<file path="src/rtl/colgen_pkg.sv">
package colgen_pkg;
  localparam int BL_CODE_W = 3;
  localparam logic [BL_CODE_W-1:0] BL_ONE  = 3'b000;
  localparam logic [BL_CODE_W-1:0] BL_TWO  = 3'b001;
  localparam logic [BL_CODE_W-1:0] BL_FOUR = 3'b010;
  localparam logic [BL_CODE_W-1:0] BL_EGT  = 3'b011;
  localparam logic [BL_CODE_W-1:0] BL_PAGE = 3'b111;

  // Decoded burst shape: log2 of fixed length, full-page and interleave flags
  typedef struct packed {
    logic       full;
    logic       ilv;
    logic [1:0] lg;
  } burst_cfg_t;
endpackage

</file>
<file path="src/rtl/colgen_mode_dec.sv">
module colgen_mode_dec
  import colgen_pkg::*;
(
  input  logic [BL_CODE_W-1:0] bl_i,
  input  logic                 bt_i,
  input  logic                 wr_i,
  input  logic                 single_wr_i,
  output burst_cfg_t           cfg_o,
  output logic                 illegal_o
);
  always_comb begin
    cfg_o      = '0;
    cfg_o.ilv  = bt_i;
    if (bt_i) illegal_o = (bl_i != BL_FOUR) && (bl_i != BL_EGT);
    else      illegal_o = (bl_i[2] && (bl_i != BL_PAGE));
    unique case (bl_i)
      BL_TWO:  cfg_o.lg = bt_i ? 2'd0 : 2'd1;
      BL_FOUR: cfg_o.lg = 2'd2;
      BL_EGT:  cfg_o.lg = 2'd3;
      BL_PAGE: cfg_o.full = !bt_i;
      default: cfg_o.lg = 2'd0;
    endcase
    // single-beat writes override any programmed length
    if (wr_i && single_wr_i) begin
      cfg_o.lg   = 2'd0;
      cfg_o.full = 1'b0;
    end
  end
endmodule

</file>
<file path="src/rtl/colgen_beat_ctl.sv">
module colgen_beat_ctl
  import colgen_pkg::*;
#(
  parameter int COL_W = 8
) (
  input  logic             clk,
  input  logic             rst_n,
  input  logic             load_i,
  input  logic             adv_i,
  input  logic             stop_i,
  input  logic [COL_W-1:0] start_i,
  input  burst_cfg_t       cfg_i,
  output logic             active_o,
  output logic [COL_W-1:0] start_o,
  output logic [COL_W-1:0] cnt_o,
  output burst_cfg_t       cfg_o,
  output logic             last_o
);
  logic [COL_W-1:0] blk_mask;

  assign blk_mask = ~({COL_W{1'b1}} << cfg_o.lg);
  assign last_o   = active_o && !cfg_o.full && (cnt_o == blk_mask);

  always_ff @(posedge clk) begin
    if (!rst_n) begin
      active_o <= 1'b0;
      start_o  <= '0;
      cnt_o    <= '0;
      cfg_o    <= '0;
    end else if (load_i) begin
      active_o <= 1'b1;
      start_o  <= start_i;
      cnt_o    <= '0;
      cfg_o    <= cfg_i;
    end else if (active_o) begin
      if (stop_i)      active_o <= 1'b0;
      else if (adv_i) begin
        if (last_o)    active_o <= 1'b0;
        else           cnt_o    <= cnt_o + 1'b1;
      end
    end
  end

  assert_load_starts_R2: assert property (@(posedge clk) disable iff (!rst_n)
    load_i |=> (active_o && cnt_o == '0 && start_o == $past(start_i)));
  assert_last_retires_R9: assert property (@(posedge clk) disable iff (!rst_n)
    (last_o && adv_i && !stop_i && !load_i) |=> !active_o);
  assert_hold_R10: assert property (@(posedge clk) disable iff (!rst_n)
    (active_o && !adv_i && !stop_i && !load_i) |=> (active_o && $stable(cnt_o)));
  assert_stop_ends_R11: assert property (@(posedge clk) disable iff (!rst_n)
    (active_o && stop_i && !load_i) |=> !active_o);
  assert_page_no_last_R7: assert property (@(posedge clk) disable iff (!rst_n)
    (active_o && cfg_o.full) |-> !last_o);
  assert_mode_frozen_R13: assert property (@(posedge clk) disable iff (!rst_n)
    (active_o && !load_i) |=> $stable(cfg_o));
endmodule

</file>
<file path="src/rtl/colgen_addr_gen.sv">
module colgen_addr_gen
  import colgen_pkg::*;
#(
  parameter int COL_W = 8
) (
  input  logic             clk,
  input  logic             rst_n,
  input  logic             active_i,
  input  logic [COL_W-1:0] start_i,
  input  logic [COL_W-1:0] cnt_i,
  input  burst_cfg_t       cfg_i,
  output logic [COL_W-1:0] col_o
);
  logic [COL_W-1:0] sum;
  logic [COL_W-1:0] raw;

  assign sum = start_i + cnt_i;

  // Bits inside the burst block follow the burst order, the rest keep the start
  for (genvar i = 0; i < COL_W; i++) begin : g_bit
    logic in_blk;
    assign in_blk = cfg_i.full || (int'(cfg_i.lg) > i);
    assign raw[i] = !in_blk   ? start_i[i] :
                    cfg_i.ilv ? (start_i[i] ^ cnt_i[i]) : sum[i];
  end

  assign col_o = active_i ? raw : '0;

  assert_upper_fixed_R4: assert property (@(posedge clk) disable iff (!rst_n)
    (active_i && !cfg_i.full) |->
      (((col_o ^ start_i) & ({COL_W{1'b1}} << cfg_i.lg)) == '0));
  assert_idle_zero_R1: assert property (@(posedge clk) disable iff (!rst_n)
    !active_i |-> (col_o == '0));
endmodule

</file>
<file path="src/rtl/sdram_burst_colgen.sv">
module sdram_burst_colgen
  import colgen_pkg::*;
#(
  parameter int COL_W = 8
) (
  input  logic             clk,
  input  logic             rst_n,
  input  logic             load_i,
  input  logic             load_is_write_i,
  input  logic [COL_W-1:0] load_col_i,
  input  logic             adv_i,
  input  logic             stop_i,
  input  logic [2:0]       mode_bl_i,
  input  logic             mode_bt_i,
  input  logic             mode_single_wr_i,
  output logic [COL_W-1:0] col_o,
  output logic             beat_vld_o,
  output logic             last_o,
  output logic             mode_illegal_o
);
  burst_cfg_t       new_cfg;
  burst_cfg_t       cur_cfg;
  logic [COL_W-1:0] cur_start;
  logic [COL_W-1:0] cur_cnt;
  logic             active;

  colgen_mode_dec u_dec (
    .bl_i        (mode_bl_i),
    .bt_i        (mode_bt_i),
    .wr_i        (load_is_write_i),
    .single_wr_i (mode_single_wr_i),
    .cfg_o       (new_cfg),
    .illegal_o   (mode_illegal_o)
  );

  colgen_beat_ctl #(.COL_W(COL_W)) u_ctl (
    .clk      (clk),
    .rst_n    (rst_n),
    .load_i   (load_i),
    .adv_i    (adv_i),
    .stop_i   (stop_i),
    .start_i  (load_col_i),
    .cfg_i    (new_cfg),
    .active_o (active),
    .start_o  (cur_start),
    .cnt_o    (cur_cnt),
    .cfg_o    (cur_cfg),
    .last_o   (last_o)
  );

  colgen_addr_gen #(.COL_W(COL_W)) u_addr (
    .clk      (clk),
    .rst_n    (rst_n),
    .active_i (active),
    .start_i  (cur_start),
    .cnt_i    (cur_cnt),
    .cfg_i    (cur_cfg),
    .col_o    (col_o)
  );

  assign beat_vld_o = active;

  assert_illegal_one_beat_R6: assert property (@(posedge clk) disable iff (!rst_n)
    (load_i && mode_illegal_o) |=> last_o);
  assert_single_write_R8: assert property (@(posedge clk) disable iff (!rst_n)
    (load_i && load_is_write_i && mode_single_wr_i) |=> (beat_vld_o && last_o));
  assert_reload_R12: assert property (@(posedge clk) disable iff (!rst_n)
    load_i |=> (beat_vld_o && col_o == $past(load_col_i)));
endmodule

</file>
<file path="config.mk">
export PLATFORM = sky130hd
export DESIGN_NAME = sdram_burst_colgen
export DESIGN_NICKNAME = d
export VERILOG_FILES = /design/src/rtl/colgen_pkg.sv /design/src/rtl/colgen_mode_dec.sv /design/src/rtl/colgen_beat_ctl.sv /design/src/rtl/colgen_addr_gen.sv /design/src/rtl/sdram_burst_colgen.sv
export SDC_FILE = /design/constraint.sdc
export NUM_CORES = 1
export LEC_CHECK = 0
export BUFFER_PORTS_ARGS = -buffer_cell sky130_fd_sc_hd__buf_2
export CAP_MARGIN = 30
export CORE_UTILIZATION = 46
export CTS_CLUSTER_DIAMETER = 200
export DETAILED_ROUTE_END_ITERATION = 8
export PLACE_DENSITY = 0.75
export SYNTH_ARGS = -nofsm -noshare
export SYNTH_HDL_FRONTEND = slang
export SYNTH_SLANG_ARGS = --single-unit
</file>
<file path="constraint.sdc">
create_clock -name clk -period 4.4 [get_ports clk]
set_input_delay 0.88 -clock clk [delete_from_list [all_inputs] [get_ports clk]]
set_output_delay 0.88 -clock clk [all_outputs]
set_load 0.1 [all_outputs]
</file>
==> results_dict.tcl <==
set metrics [dict create \
    outcome "finished clean" \
    arrival_ns 2.68 \
    gr-total-overflow 0 \
    clk_pin_slew_worst_paths_ns 0.12 \
    cts_tree "built" \
    ys.flop_type "dfxtp_1" \
    fin_crit_ns 3.557 \
    io_pins 30 \
    grt_max_degree 18 \
    netlist.area_leader.share_pct 28.05 \
    crit_fanout 7 \
    yosys.area.top_type "dfxtp_1" \
    drt-initial-drc-count 51 \
    grt_usage_pct 21.81 \
    grt_pass1_wl_mm 5.837 \
    antenna_found_initial 0 \
    slew-limit-headroom_pct 67.01 \
    numClockSinks 21 \
    synth_most_common_cell "dfxtp_1" \
    power.density_mw_per_mm2 234.2 \
    setup_viol 0 \
    syn_to_final_growth_pct 13.61 \
    dp_slack_ns 1.196 \
    fin_nets 233 \
    hp-class "flip-flop to flip-flop" \
    cts_made_buffers 3 \
    synth_edf_count 0 \
    num_antenna_cells 0 \
    path_cells "ha_1, a211oi_1, o211ai_1, a31o_2, or4b_1, buf_2" \
    fin_crit_sh_pct 80.83 \
    drive_gt1_share_pct 20.10 \
    dp_hpwl_mm 2.518 \
    yosys_warnings 0 \
    worst_slack_ns 0.8433 \
    synth_nets 207 \
    synth_top_cells_by_area "dfxtp_1 28%, mux2i_1 10%, ha_1 6.7%" \
    cts-root-buf "clkbuf_4" \
    wl_mm 3.275 \
    port_buffers 29 \
    drv_cap 0 \
    num_vias 1407 \
    rows 20 \
    rsz0062_at_grt "no" \
    coreArea_mm2 0.003078 \
    hold_violations 0 \
    cts_setup_buffers 0 \
    ant_nets 0 \
    startpoint_type "flip-flop" \
    instances_no_fill 248 \
    ys_seq_area_share_pct 28.05 \
    crit_path_max_incr_delay_ns 0.51 \
    first_global_vias 1313 \
    fin_hold_ws_ns 0.5562 \
    synthArstFlopShare_pct 0 \
    die_h_um 59.09 \
    die-width_um 59.09 \
    seqCellArea_um2 420.4 \
    firstDrtPassIters 4 \
    post_cts_resized 0 \
    worst_pin_slew_ns 0.4942 \
    dp_cells 244 \
    fin_skew_ns 0.007602 \
    synth_common_cells "21 x dfxtp_1, 16 x nand2_1, 15 x mux2i_1, 13 x nor2_1, 10 x nor2b_1" \
    multiInputGateArea_mm2 0.001036 \
    wl_per_cell_um 13.21 \
    required_ns 3.52 \
    p_leak_nw 0.7258 \
    avgViaCountPerCell 5.673 \
    crit_type "flip-flop to primary output" \
    crit_slowest_cell "or4b_1" \
    peakVddDrop_uv 185.5 \
    end_kind "primary output" \
    syn_area_per_cell_um2 8.374 \
    clock_latency_ns 0.30 \
    fill_cells 316 \
    drv_slew 0 \
    syn_area_mm2 0.001499 \
    fmax_mhz 281.2 \
    drc 0 \
    setup-tns-final_ns 0 \
    start_util_pct 48.70 \
    synth-seq-cells 21 \
    ys_types 45 \
    htree_levels 1 \
    gp_congestion 0.8100 \
    cts_hold_buf 0 \
    syn_inst 179 \
    cts_max_path_buffers 2 \
    die-area_mm2 0.003491 \
]
-- per-stage QoR --
| step | utilization (%) | area [um^2] | power, mW |
|---|---|---|---|
| global placement | 54.43 | 1675 | 0.3074 |
| global route | 55.33 | 1703 | 0.4209 |
| detailed placement | 54.43 | 1675 | 0.3087 |
| CTS | 55.33 | 1703 | 0.4021 |
| finish | 55.33 | 1703 | 0.3987 |
| floorplan | - | 1511 | 0.2860 |
-- placed cells by master, fill, tap and decap left out, drive strengths merged, types with 6 or more instances in the layout --
master / synthesis / routed
nor2: 13 / 13
dfxtp: 21 / 21
nand2: 16 / 16
nor3: 6 / 6
ha: 8 / 8
mux2i: 15 / 15
a21oi: 9 / 9
nor2b: 10 / 10
o21ai: 9 / 9
buf: 4 / 30
-- final timing paths --
check	from	to	slack, ns	cells past startpoint
min	u_ctl.cnt_o[0]	u_ctl.cnt_o[0]	0.56	2
min reg2reg	u_ctl.cnt_o[0]	u_ctl.cnt_o[0]	0.56	2
max	u_ctl.cnt_o[1]	col_o[7]	0.84	6
max reg2reg	u_ctl.active_o	u_ctl.active_o	2.51	4
-- worst max-delay path: cells and delay by family, from the launching register on --
family,cells,cell delay (ns)
flip-flops,1,0.49
buffers and inverters,1,0.31
AO/OA/AOI/OAI,3,0.76
adder cells (fa/ha/maj),1,0.31
AND/OR/NAND/NOR,1,0.51
-- sequential cells by signal (all words and copies together) (netlist names) --
| name | count |
|---|---|
| u_ctl.cfg_o | 4 |
| u_ctl.active_o | 1 |
| u_ctl.start_o | 8 |
| u_ctl.cnt_o | 8 |
-- report_power, final --
part / internal [mW] / switching [mW] / total [mW] / leakage (nW)
sequential: 0.196 / 0.00986 / 0.206 / 0.171
combinational: 0.0307 / 0.0675 / 0.0982 / 0.537
clock: 0.0339 / 0.0603 / 0.0942 / 0.0177
-- layer usage --
layer | vias to the layer above | share of wire, % | wire, um | global-route usage (%)
li1 | 712 | - | - | -
met1 | 662 | 48 | 1574 | 27.51
met2 | 29 | 48 | 1566 | 38.96
met3 | 4 | 3.0 | 97 | 3.930
met4 | 0 | 1.1 | 36 | 4.082
met5 | - | 0 | 0 | 0
-- area by class of cell --
| cell class | count | share of cell area [%] |
|---|---|---|
| clock buffers | 3 | 1.323 |
| clock inverters | 1 | 0.2939 |
| inverters | 3 | 0.6613 |
| multi-input cells | 146 | 60.84 |
| flip-flops and latches | 21 | 24.69 |
| well taps | 44 | 3.233 |
| repair buffers | 30 | 8.964 |
-- kinds of logic (layout without fill, tap and decap cells) --
kind of cell,Yosys count,after routing,synth area share [%]
muxes,15,15,10.02
xor gates and xnor gates,6,6,3.506
AOI/OAI and AO/OA,42,42,19.87
adders and majority gates,9,9,8.014
buffers and inverters,12,37,3.673
and+or+nand+nor,74,74,26.88
DFF,21,21,28.05
Power figures use the tool's default switching activity.
